**src/rtl/qpa_pkg.sv**
```systemverilog
package qpa_pkg;

  typedef enum logic [1:0] {
    PH_SCAN1 = 2'd0,
    PH_ACT1  = 2'd1,
    PH_SCAN2 = 2'd2,
    PH_ACT2  = 2'd3
  } phase_e;

  typedef enum logic [2:0] {
    OP_JMP  = 3'b000,
    OP_SUB  = 3'b001,
    OP_LDN  = 3'b010,
    OP_SKN  = 3'b011,
    OP_JRP  = 3'b100,
    OP_SUB2 = 3'b101,
    OP_STO  = 3'b110,
    OP_HLT  = 3'b111
  } op_e;

  localparam int OP_W = 3;

endpackage

```
**src/rtl/qpa_pacer.sv**
```systemverilog
module qpa_pacer #(
  parameter int PERIOD_CYC = 18000,
  parameter int HIGH_CYC   = 16000
) (
  input  logic clk,
  input  logic rst,
  output logic en,
  output logic stb
);
  localparam int CNT_W = (PERIOD_CYC > 1) ? $clog2(PERIOD_CYC) : 1;
  localparam logic [CNT_W-1:0] LAST = CNT_W'(PERIOD_CYC - 1);
  localparam logic [CNT_W-1:0] HIGH = CNT_W'(HIGH_CYC);

  logic [CNT_W-1:0] cnt_q;
  logic             wrap;

  assign wrap = (cnt_q == LAST);

  always_ff @(posedge clk) begin
    if (rst) begin
      cnt_q <= '0;
    end else if (wrap) begin
      cnt_q <= '0;
    end else begin
      cnt_q <= cnt_q + CNT_W'(1);
    end
  end

  assign en  = (cnt_q < HIGH);
  assign stb = wrap;


  stb_single_chk: assert property (@(posedge clk) disable iff (rst)
    stb |=> !stb);


  en_rise_chk: assert property (@(posedge clk) disable iff (rst)
    $rose(en) |-> $past(stb));

endmodule

```
**src/rtl/qpa_sequencer.sv**
```systemverilog
module qpa_sequencer
  import qpa_pkg::*;
(
  input  logic   clk,
  input  logic   rst,
  input  logic   stb,
  output phase_e phase
);
  phase_e phase_q;

  always_ff @(posedge clk) begin
    if (rst) begin
      phase_q <= PH_SCAN1;
    end else if (stb) begin
      phase_q <= phase_e'(phase_q + 2'd1);
    end
  end

  assign phase = phase_q;


  phase_hold_chk: assert property (@(posedge clk) disable iff (rst)
    !stb |=> $stable(phase_q));


  phase_step_chk: assert property (@(posedge clk) disable iff (rst)
    stb |=> (phase_q == phase_e'($past(phase_q) + 2'd1)));

endmodule

```
**src/rtl/qpa_exec.sv**
```systemverilog
module qpa_exec
  import qpa_pkg::*;
#(
  parameter int WORD_W = 32,
  parameter int ADDR_W = 5,
  parameter int OP_LSB = 13
) (
  input  logic              clk,
  input  logic              rst,
  input  logic              run,
  input  logic              stb,
  input  phase_e            phase,
  input  logic [WORD_W-1:0] mem_rdata,
  output logic [ADDR_W-1:0] mem_addr,
  output logic              mem_we,
  output logic [WORD_W-1:0] mem_wdata,
  output logic [WORD_W-1:0] acc,
  output logic [WORD_W-1:0] ci,
  output logic              halted
);

  function automatic logic [WORD_W-1:0] f_neg(input logic [WORD_W-1:0] s);
    return (~s) + WORD_W'(1);
  endfunction

  function automatic logic [WORD_W-1:0] f_sub(input logic [WORD_W-1:0] a,
                                              input logic [WORD_W-1:0] s);
    return a - s;
  endfunction

  function automatic logic [WORD_W-1:0] f_rel(input logic [WORD_W-1:0] c,
                                              input logic [WORD_W-1:0] s);
    return c + s;
  endfunction

  function automatic logic f_is_neg(input logic [WORD_W-1:0] a);
    return a[WORD_W-1];
  endfunction

  logic [WORD_W-1:0] acc_q, ci_q, opnd_q;
  logic              halted_q;
  op_e               f_op_q, op_lat;
  logic [ADDR_W-1:0] f_ad_q, ad_lat;

  logic live;
  logic end_scan1, end_act1, end_scan2, end_act2;
  logic exec_fire;
  logic [ADDR_W-1:0] fetch_addr;

  assign live      = run && !halted_q;
  assign end_scan1 = stb && (phase == PH_SCAN1);
  assign end_act1  = stb && (phase == PH_ACT1);
  assign end_scan2 = stb && (phase == PH_SCAN2);
  assign end_act2  = stb && (phase == PH_ACT2);
  assign exec_fire = end_act2 && live;

  assign fetch_addr = ci_q[ADDR_W-1:0] + ADDR_W'(1);

  always_comb begin
    case (phase)
      PH_SCAN1, PH_ACT1: mem_addr = fetch_addr;
      default:           mem_addr = ad_lat;
    endcase
  end

  assign mem_we    = exec_fire && (op_lat == OP_STO);
  assign mem_wdata = acc_q;

  always_ff @(posedge clk) begin
    if (rst) begin
      acc_q    <= '0;
      ci_q     <= '0;
      opnd_q   <= '0;
      halted_q <= 1'b0;
      f_op_q   <= OP_JMP;
      f_ad_q   <= '0;
      op_lat   <= OP_JMP;
      ad_lat   <= '0;
    end else begin
      if (end_scan1) begin
        f_op_q <= op_e'(mem_rdata[OP_LSB +: OP_W]);
        f_ad_q <= mem_rdata[ADDR_W-1:0];
        if (live) ci_q <= ci_q + WORD_W'(1);
      end
      if (end_act1) begin
        op_lat <= f_op_q;
        ad_lat <= f_ad_q;
      end
      if (end_scan2) begin
        opnd_q <= mem_rdata;
      end
      if (exec_fire) begin
        case (op_lat)
          OP_JMP:          ci_q   <= opnd_q;
          OP_JRP:          ci_q   <= f_rel(ci_q, opnd_q);
          OP_LDN:          acc_q  <= f_neg(opnd_q);
          OP_SUB, OP_SUB2: acc_q  <= f_sub(acc_q, opnd_q);
          OP_SKN:          if (f_is_neg(acc_q)) ci_q <= ci_q + WORD_W'(1);
          OP_HLT:          halted_q <= 1'b1;
          default:         ;
        endcase
      end
    end
  end

  assign acc    = acc_q;
  assign ci     = ci_q;
  assign halted = halted_q;


  halt_sticky_chk: assert property (@(posedge clk) disable iff (rst)
    halted_q |=> halted_q);


  stop_freeze_chk: assert property (@(posedge clk) disable iff (rst)
    !live |=> ($stable(acc_q) && $stable(ci_q)));


  we_phase_chk: assert property (@(posedge clk) disable iff (rst)
    mem_we |-> (phase == PH_ACT2) && stb);


  we_single_chk: assert property (@(posedge clk) disable iff (rst)
    mem_we |=> !mem_we);


  ci_step_chk: assert property (@(posedge clk) disable iff (rst)
    (end_scan1 && live) |=> (ci_q == $past(ci_q) + WORD_W'(1)));


  quiet_between_chk: assert property (@(posedge clk) disable iff (rst)
    !stb |=> ($stable(acc_q) && $stable(ci_q) && $stable(halted_q)));

endmodule

```
**src/rtl/quad_phase_acc_core.sv**
```systemverilog
module quad_phase_acc_core
  import qpa_pkg::*;
#(
  parameter int WORD_W     = 32,
  parameter int WORDS      = 32,
  parameter int OP_LSB     = 13,
  parameter int PERIOD_CYC = 18000,
  parameter int HIGH_CYC   = 16000
) (
  input  logic                      clk,
  input  logic                      rst,
  input  logic                      run_i,
  output logic [$clog2(WORDS)-1:0]  mem_addr_o,
  input  logic [WORD_W-1:0]         mem_rdata_i,
  output logic [WORD_W-1:0]         mem_wdata_o,
  output logic                      mem_we_o,
  output logic                      phase_en_o,
  output logic                      phase_stb_o,
  output logic [1:0]                phase_o,
  output logic [WORD_W-1:0]         acc_o,
  output logic [WORD_W-1:0]         ci_o,
  output logic                      halted_o
);
  localparam int ADDR_W = $clog2(WORDS);

  logic   en_w, stb_w;
  phase_e phase_w;

  qpa_pacer #(
    .PERIOD_CYC (PERIOD_CYC),
    .HIGH_CYC   (HIGH_CYC)
  ) pacer_i (
    .clk (clk),
    .rst (rst),
    .en  (en_w),
    .stb (stb_w)
  );

  qpa_sequencer seq_i (
    .clk   (clk),
    .rst   (rst),
    .stb   (stb_w),
    .phase (phase_w)
  );

  qpa_exec #(
    .WORD_W (WORD_W),
    .ADDR_W (ADDR_W),
    .OP_LSB (OP_LSB)
  ) exec_i (
    .clk       (clk),
    .rst       (rst),
    .run       (run_i),
    .stb       (stb_w),
    .phase     (phase_w),
    .mem_rdata (mem_rdata_i),
    .mem_addr  (mem_addr_o),
    .mem_we    (mem_we_o),
    .mem_wdata (mem_wdata_o),
    .acc       (acc_o),
    .ci        (ci_o),
    .halted    (halted_o)
  );

  assign phase_en_o  = en_w;
  assign phase_stb_o = stb_w;
  assign phase_o     = phase_w;

endmodule

```
**config.mk**
```make
export PLATFORM = sky130hd
export DESIGN_NAME = quad_phase_acc_core
export DESIGN_NICKNAME = d
export VERILOG_FILES = /design/src/rtl/qpa_pkg.sv /design/src/rtl/qpa_pacer.sv /design/src/rtl/qpa_sequencer.sv /design/src/rtl/qpa_exec.sv /design/src/rtl/quad_phase_acc_core.sv
export SDC_FILE = /design/constraint.sdc
export NUM_CORES = 1
export LEC_CHECK = 0
export BUFFER_PORTS_ARGS = -buffer_cell sky130_fd_sc_hd__buf_2
export CAP_MARGIN = 20
export CORE_ASPECT_RATIO = 2
export CORE_MARGIN = 4
export CORE_UTILIZATION = 40
export DETAILED_ROUTE_END_ITERATION = 10
export PLACE_DENSITY = 0.69
export SLEW_MARGIN = 10
export SYNTH_ARGS = -nofsm -noshare
export SYNTH_HDL_FRONTEND = slang
export SYNTH_HIERARCHICAL = 1
export SYNTH_SLANG_ARGS = --single-unit
export TNS_END_PERCENT = 20
```
**constraint.sdc**
```tcl
create_clock -name clk -period 3.3 [get_ports clk]
set_clock_uncertainty 0.05 [all_clocks]
set_input_delay 0.33 -clock clk [delete_from_list [all_inputs] [get_ports clk]]
set_output_delay 0.33 -clock clk [all_outputs]
set_load 0.005 [all_outputs]
```
# ---- After elaboration in Yosys (flattened, before gate mapping)
# Index checks and enable logic that the tools add are counted.
dict set report word_totals {
  in_bits 35
  word_cells 53
  reg_bits 130
  output_inout_bits 107
}
dict set report classes {
  n_eq_ne 11
  bitwise 1
  n_lt_le_gt_ge 1
  n_addsub 7
  reduce_logical 16
  n_mux 7
}
# cell n
set ops {}
lappend ops {{2-to-1 mux 32 bit} 4}
lappend ops {{case mux 32 bit (3 select lines)} 1}
lappend ops {{adder 32 x 1 -> 32 bit (second input constant)} 2}
lappend ops {{case mux 32 bit (2 select lines)} 1}
lappend ops {{adder 32 bit} 1}
lappend ops {{inverter 32 bit} 1}
lappend ops {{subtractor 32 bit} 1}
lappend ops {{adder 15 x 1 -> 15 bit (second input constant)} 1}
lappend ops {{equality test 15 bit (second input constant)} 1}
lappend ops {{less-than comparator 15 x 14 -> 1 bit (second input constant)} 1}
lappend ops {{equality test 3 bit (second input constant)} 4}
lappend ops {{logical AND 1 bit} 7}
lappend ops {{equality test 3 x 2 -> 1 bit (second input constant)} 2}
lappend ops {{OR reduction 2 bit} 3}
lappend ops {{adder 5 x 1 -> 5 bit (second input constant)} 1}
lappend ops {{2-to-1 mux 5 bit} 1}
lappend ops {{equality test 2 bit (second input constant)} 2}
lappend ops {{AND reduction 2 bit} 2}
lappend ops {{equality test 3 x 1 -> 1 bit (second input constant)} 1}
lappend ops {{logical NOT 3 bit} 1}
lappend ops {{adder 2 x 1 -> 2 bit (second input constant)} 1}
lappend ops {{equality test 2 x 1 -> 1 bit (second input constant)} 1}
lappend ops {{logical NOT 2 bit} 1}
lappend ops {{nonzero test 2 bit} 1}
lappend ops {{logical NOT 1 bit} 1}

# ---- Logic depth before layout (Yosys ltp)
dict set report depth {
  depth_word 7
  ltp_mapped 14
  ltp_nobuf 13
}

# ---- Hierarchy
# The synthesis kept the hierarchy.
# mod cells_each area_each_um2 instances
set by_module_without_submodules {}
lappend by_module_without_submodules {qpa_exec 1307 9699.3 1}
lappend by_module_without_submodules {qpa_pacer 72 683.2 1}
lappend by_module_without_submodules {qpa_sequencer 7 78.8 1}

# ---- Least setup slack after synthesis
# No wires, ideal clock.
dict set report synth_timing {
  path_type {reg2reg}
  startpoint {register pacer_i.cnt_q[0]}
  endpoint {register exec_i.ci_q[10] (netlist: exec_i/ci[10])}
  setup_time_ns 0.139
  required_ns 3.111
  path_stages_with_launch 15
  setup_slack_ns 0.288
  n_path_buf 2
  synth_period_minus_slack_ns 3.012
  arrival_time_ns 2.822
  path_cell_list {dfxtp_1 > ha_1 > and3_4 > and4_1 > nor3b_1 > buf_1 > nand2_1 > nand2_1 > clkbuf_1 > nand4_1 > xnor2_1 > a22oi_1 > o21ai_0 > nor2_1 > a211oi_1}
}
dict set report synth_via {
  elab_chain_cells 6
  word_cells_on_any_way 8
  classes_between {eq/ne: 1; mux: 4; reduce/logical: 3}
}
# element line_no
set synth_lines {}
lappend synth_lines {{start, declared} qpa_pacer.sv:14} ;# logic [CNT_W-1:0] cnt_q;
lappend synth_lines {{start signal, assigned} qpa_pacer.sv:25} ;# cnt_q <= cnt_q + CNT_W'(1);
lappend synth_lines {{equality test 15 bit *} qpa_pacer.sv:17} ;# assign wrap = (cnt_q == LAST);
lappend synth_lines {{net phase_stb_o} quad_phase_acc_core.sv:18} ;# output logic phase_stb_o,
lappend synth_lines {{logical AND 1 bit} qpa_exec.sv:51} ;# assign end_scan1 = stb && (phase == PH_SCAN1);
lappend synth_lines {{2-to-1 mux 32 bit} qpa_exec.sv:80} ;# if (end_scan1) begin
lappend synth_lines {{2-to-1 mux 32 bit} qpa_exec.sv:98} ;# OP_SKN: if (f_is_neg(acc_q)) ci_q <= ci_q + WORD_W'(1);
lappend synth_lines {{case mux 32 bit (3 select lines)} qpa_exec.sv:93} ;# case (op_lat)
lappend synth_lines {{2-to-1 mux 32 bit *} qpa_exec.sv:92} ;# if (exec_fire) begin
lappend synth_lines {{end signal, assigned} qpa_exec.sv:94} ;# OP_JMP: ci_q <= opnd_q;
lappend synth_lines {{end signal, assigned} qpa_exec.sv:95} ;# OP_JRP: ci_q <= f_rel(ci_q, opnd_q);
lappend synth_lines {{end signal, assigned} qpa_exec.sv:98}
lappend synth_lines {{end, declared} qpa_exec.sv:40} ;# logic [WORD_W-1:0] acc_q, ci_q, opnd_q;
# The timed path passes the listed nets; every way through them passes the cells marked *.
# A chain may end at the register's enable or synchronous reset.

# ---- Worst setup path in the final report
dict set report layout_timing {
  startpoint {register exec_i.opnd_q[0]}
  endpoint {register exec_i.acc_q[28] (netlist: exec_i/acc[28])}
}
dict set report layout_via {
  elab_chain_cells 3
  word_cells_on_any_way 4
  classes_between {add/sub: 2; mux: 1; bitwise: 1}
}
# element line_no
set layout_lines {}
lappend layout_lines {{start, declared} qpa_exec.sv:40}
lappend layout_lines {{start signal, assigned} qpa_exec.sv:90} ;# opnd_q <= mem_rdata;
lappend layout_lines {{inverter 32 bit} qpa_exec.sv:23} ;# return (~s) + WORD_W'(1);
lappend layout_lines {{adder 32 x 1 -> 32 bit} qpa_exec.sv:23}
lappend layout_lines {{case mux 32 bit (2 select lines) *} qpa_exec.sv:93}
lappend layout_lines {{end signal, assigned} qpa_exec.sv:96} ;# OP_LDN: acc_q <= f_neg(opnd_q);
lappend layout_lines {{end signal, assigned} qpa_exec.sv:97} ;# OP_SUB, OP_SUB2: acc_q <= f_sub(acc_q, opnd_q);
lappend layout_lines {{end, declared} qpa_exec.sv:40}
# Mark *: on every way between the ends. The rest lies on a longest branch, timed or not.

==> flow_summary.json <==
{
  "critical_path.slowest_cell": "fa_1",
  "final-hold-violation-count": 0,
  "clock.fmax_ghz": 0.3167,
  "status": "finished, final reports clean",
  "p_int_uw": 2682,
  "diodes": 0,
  "start_util_pct": 40.62,
  "critPathRequiredTime_ns": 3.61,
  "wl_per_cell_um": 18.53,
  "ir_drop_v": 0.0002891,
  "drc": 0,
  "synth_nets": 1488,
  "htree_levels": 4,
  "period_share_pct": 95.68,
  "num_rows": 83,
  "first_pass_iters": 5,
  "leakagePower_uw": 0.005294,
  "maxCapViolCount": 0,
  "drt_iter0_drc": 793,
  "critPathBufInv": 1,
  "vias": 10720,
  "yosysSeqAreaShare_pct": 24.88,
  "path_max_fanout": 4,
  "grt_setup_unrepaired": "false",
  "grt_pass1_vias": 10678,
  "viasPerCell": 5.751,
  "crit_path_max_incr_delay_ns": 0.40,
  "power_density_nw_per_um2": 288.7,
  "hpwlAfterDp_mm": 26.86,
  "ioPinCount": 142,
  "arrival_ns": 3.46,
  "synthesis.instances": 1386,
  "synth_area_per_cell_sq_um": 7.548,
  "tns_ns": 0,
  "cts_root_buf": "clkbuf_16",
  "core_area_sq_um": 25750,
  "track_usage_pct": 23.45,
  "dieArea_sq_um": 28960,
  "antenna_left": 0,
  "crit_family": "compound AO/OA/AOI/OAI gates",
  "worstHoldPathCells": 3,
  "synth_top_area_share_pct": 24.88,
  "synth-main-ff-cell": "dfxtp_1",
  "synth-seq-cells": 130,
  "cts_buffers": 17,
  "cts.sinks": 130,
  "grt_max_degree": 34,
  "syn2layout_area_growth_pct": 17.07,
  "drive_gt1_share_pct": 19.03,
  "clk_latency_ns": 0.45,
  "worst_pin_slew_ns": 0.9431,
  "die_h_um": 236.7,
  "post-cts-setup-buffers": 0,
  "p_seq_share_pct": 44.5,
  "layout.nets": 1613,
  "portBuffers": 141,
  "path_cells": "buf_4 -> ha_1 -> fa_1 -> nand2b_4 -> a21oi_2 -> nor3_1 -> o211a_1 -> a31o_2 -> o21ai_2 -> a41oi_1 -> nor2b_1 -> xor2_1 -> a211oi_1",
  "clkPwrFrac_pct": 53.6,
  "r2r_cells": 13,
  "clock_path_buffers": 2,
  "max_slew_margin_pct": 36.89,
  "worstSetupPathType": "reg -> reg",
  "start_kind": "register",
  "cts_tree": "done",
  "yosysTopAreaCell": "dfxtp_1",
  "ctsHoldBuffers": 0,
  "gr-total-overflow": 0,
  "end_kind": "register",
  "clkTransAtPathRegs_ns": 0.07,
  "power.switching_uw": 853.6,
  "final_cells": 1864,
  "wl_mm": 34.54,
  "p_sw_share_pct": 24.14,
  "yosysMostFrequentCell": "nand2_1",
  "cts.repair.resized": 0,
  "fp.dieW_um": 122.4,
  "antenna_found_initial": 0,
  "path_depth": 13,
  "p_comb_share_pct": 1.8,
  "synth.area.top_cells": "dfxtp_1, ha_1, xnor2_1",
  "fin_util_pct": 47.55,
  "min_period_ns": 3.157,
  "syn-cell-area_sq_um": 10460,
  "synthArstFlopShare_pct": 0,
  "placedCellCount": 1832,
  "place_congestion": 0.9892,
  "grt_first_pass_wirelength_mm": 53.79,
  "yosys_warnings": 6,
  "synthTopCellsByCount": "nand2_1, nor2_1, dfxtp_1",
  "min_path_type": "in -> reg",
  "synth_edf_count": 0,
  "drv_slew": 0,
  "ys_types": 80,
  "setup_viol": 0
}
path summary, 6_finish.rpt:
| path | endpoint | slack, ns | startpoint |
|---|---|---|---|
| setup / recovery | exec_i/acc[28]$_SDFFE_PP0P_ | 0.14 | exec_i/opnd_q[0]$_SDFFE_PP0P_ |
| hold / removal | exec_i/opnd_q[20]$_SDFFE_PP0P_ | 0.07 | mem_rdata_i[20] |
| setup reg to reg | exec_i/acc[28]$_SDFFE_PP0P_ | 0.14 | exec_i/opnd_q[0]$_SDFFE_PP0P_ |
| hold reg to reg | pacer_i/cnt_q[0]$_SDFF_PP0_ | 0.41 | pacer_i/cnt_q[0]$_SDFF_PP0_ |
routing by layer:
layer / part of all wire (%) / track usage, % / vias up
met5: 0 / 0 / -
met2: 53 / 43.17 / 341
li1: - / - / 5165
met1: 37 / 24.03 / 5087
met4: 6.2 / 14.17 / 0
met3: 4.4 / 3.967 / 127
cell families after synthesis:
family	share of synthesized area, %
compound gates	21.00
xor+xnor	12.64
fa+ha+maj	8.157
buf+inv	7.212
flops	24.88
mux	2.033
simple gates	24.08
per-stage QoR:
| step | worst slack, ns | hold WS [ns] | cell area [sq um] | total power, uW |
|---|---|---|---|---|
| 6_report | 0.1426 | 0.07216 | 12250 | 3536 |
| 5_1_grt | 0.01141 | 0.08560 | 12250 | 3638 |
| 4_1_cts | 0.05018 | 0.06679 | 12190 | 3561 |
| 3_5_place_dp | 0.05611 | 0.4030 | 11610 | 1674 |
| 3_3_place_gp | 0.1353 | 0.3934 | 11610 | 1674 |
| 2_1_floorplan | 0.2883 | 0.3424 | 10460 | 1639 |
sequential cells by signal (all words and copies together), names as in the netlist:
register and flops:
exec_i/acc 32, exec_i/f_ad_q 5, exec_i/op_lat 3, exec_i/ci 32
seq_i/phase 2, pacer_i/cnt_q 15, exec_i/ad_lat 5, exec_i/halted 1
exec_i/f_op_q 3, exec_i/opnd_q 32
worst register-to-register path, stage by stage, from the launching register on:
cell	delay, ns
dfxtp_1	0.34
buf_4	0.15
ha_1	0.20
fa_1	0.40
nand2b_4	0.17
a21oi_2	0.19
nor3_1	0.09
o211a_1	0.27
a31o_2	0.32
o21ai_2	0.17
a41oi_1	0.17
nor2b_1	0.18
xor2_1	0.13
a211oi_1	0.22
power by group through the flow:
stage / Combinational, uW / Sequential (uW) / Clock, uW
2_1_floorplan: 30.1 / 1610 / 0
3_3_place_gp: 63.9 / 1610 / 0
3_5_place_dp: 64.1 / 1610 / 0
4_1_cts: 64.4 / 1570 / 1920
5_1_grt: 70.6 / 1570 / 1990
6_report: 64.1 / 1580 / 1900
area by class of cell:
cell class	instances	area, sq um
fill	2661	13510
multi-input combinational	1097	7186
sequential	130	2604
timing repair buffer	212	1254
clock buffer	20	456.7
tap	340	425.4
inverter	53	198.9
clock inverter	12	122.6
placed cells by master (no fill, tap or decap), types with 21 or more instances in the layout:
master / Yosys / routed
dfxtp_1: 130 / 129
o21ai_0: 53 / 50
buf_2: 3 / 140
xor2_1: 59 / 59
a21oi_1: 97 / 94
a211oi_1: 22 / 21
nand2_1: 182 / 182
buf_4: 34 / 71
nand4_1: 24 / 24
xnor2_1: 92 / 92
nor2_1: 131 / 130
a21o_1: 25 / 25
inv_1: 50 / 50
nand3_1: 50 / 50
nor3_1: 41 / 40
a221oi_1: 54 / 54
ha_1: 65 / 65
No activity file was read; power rests on OpenSTA's default activity.
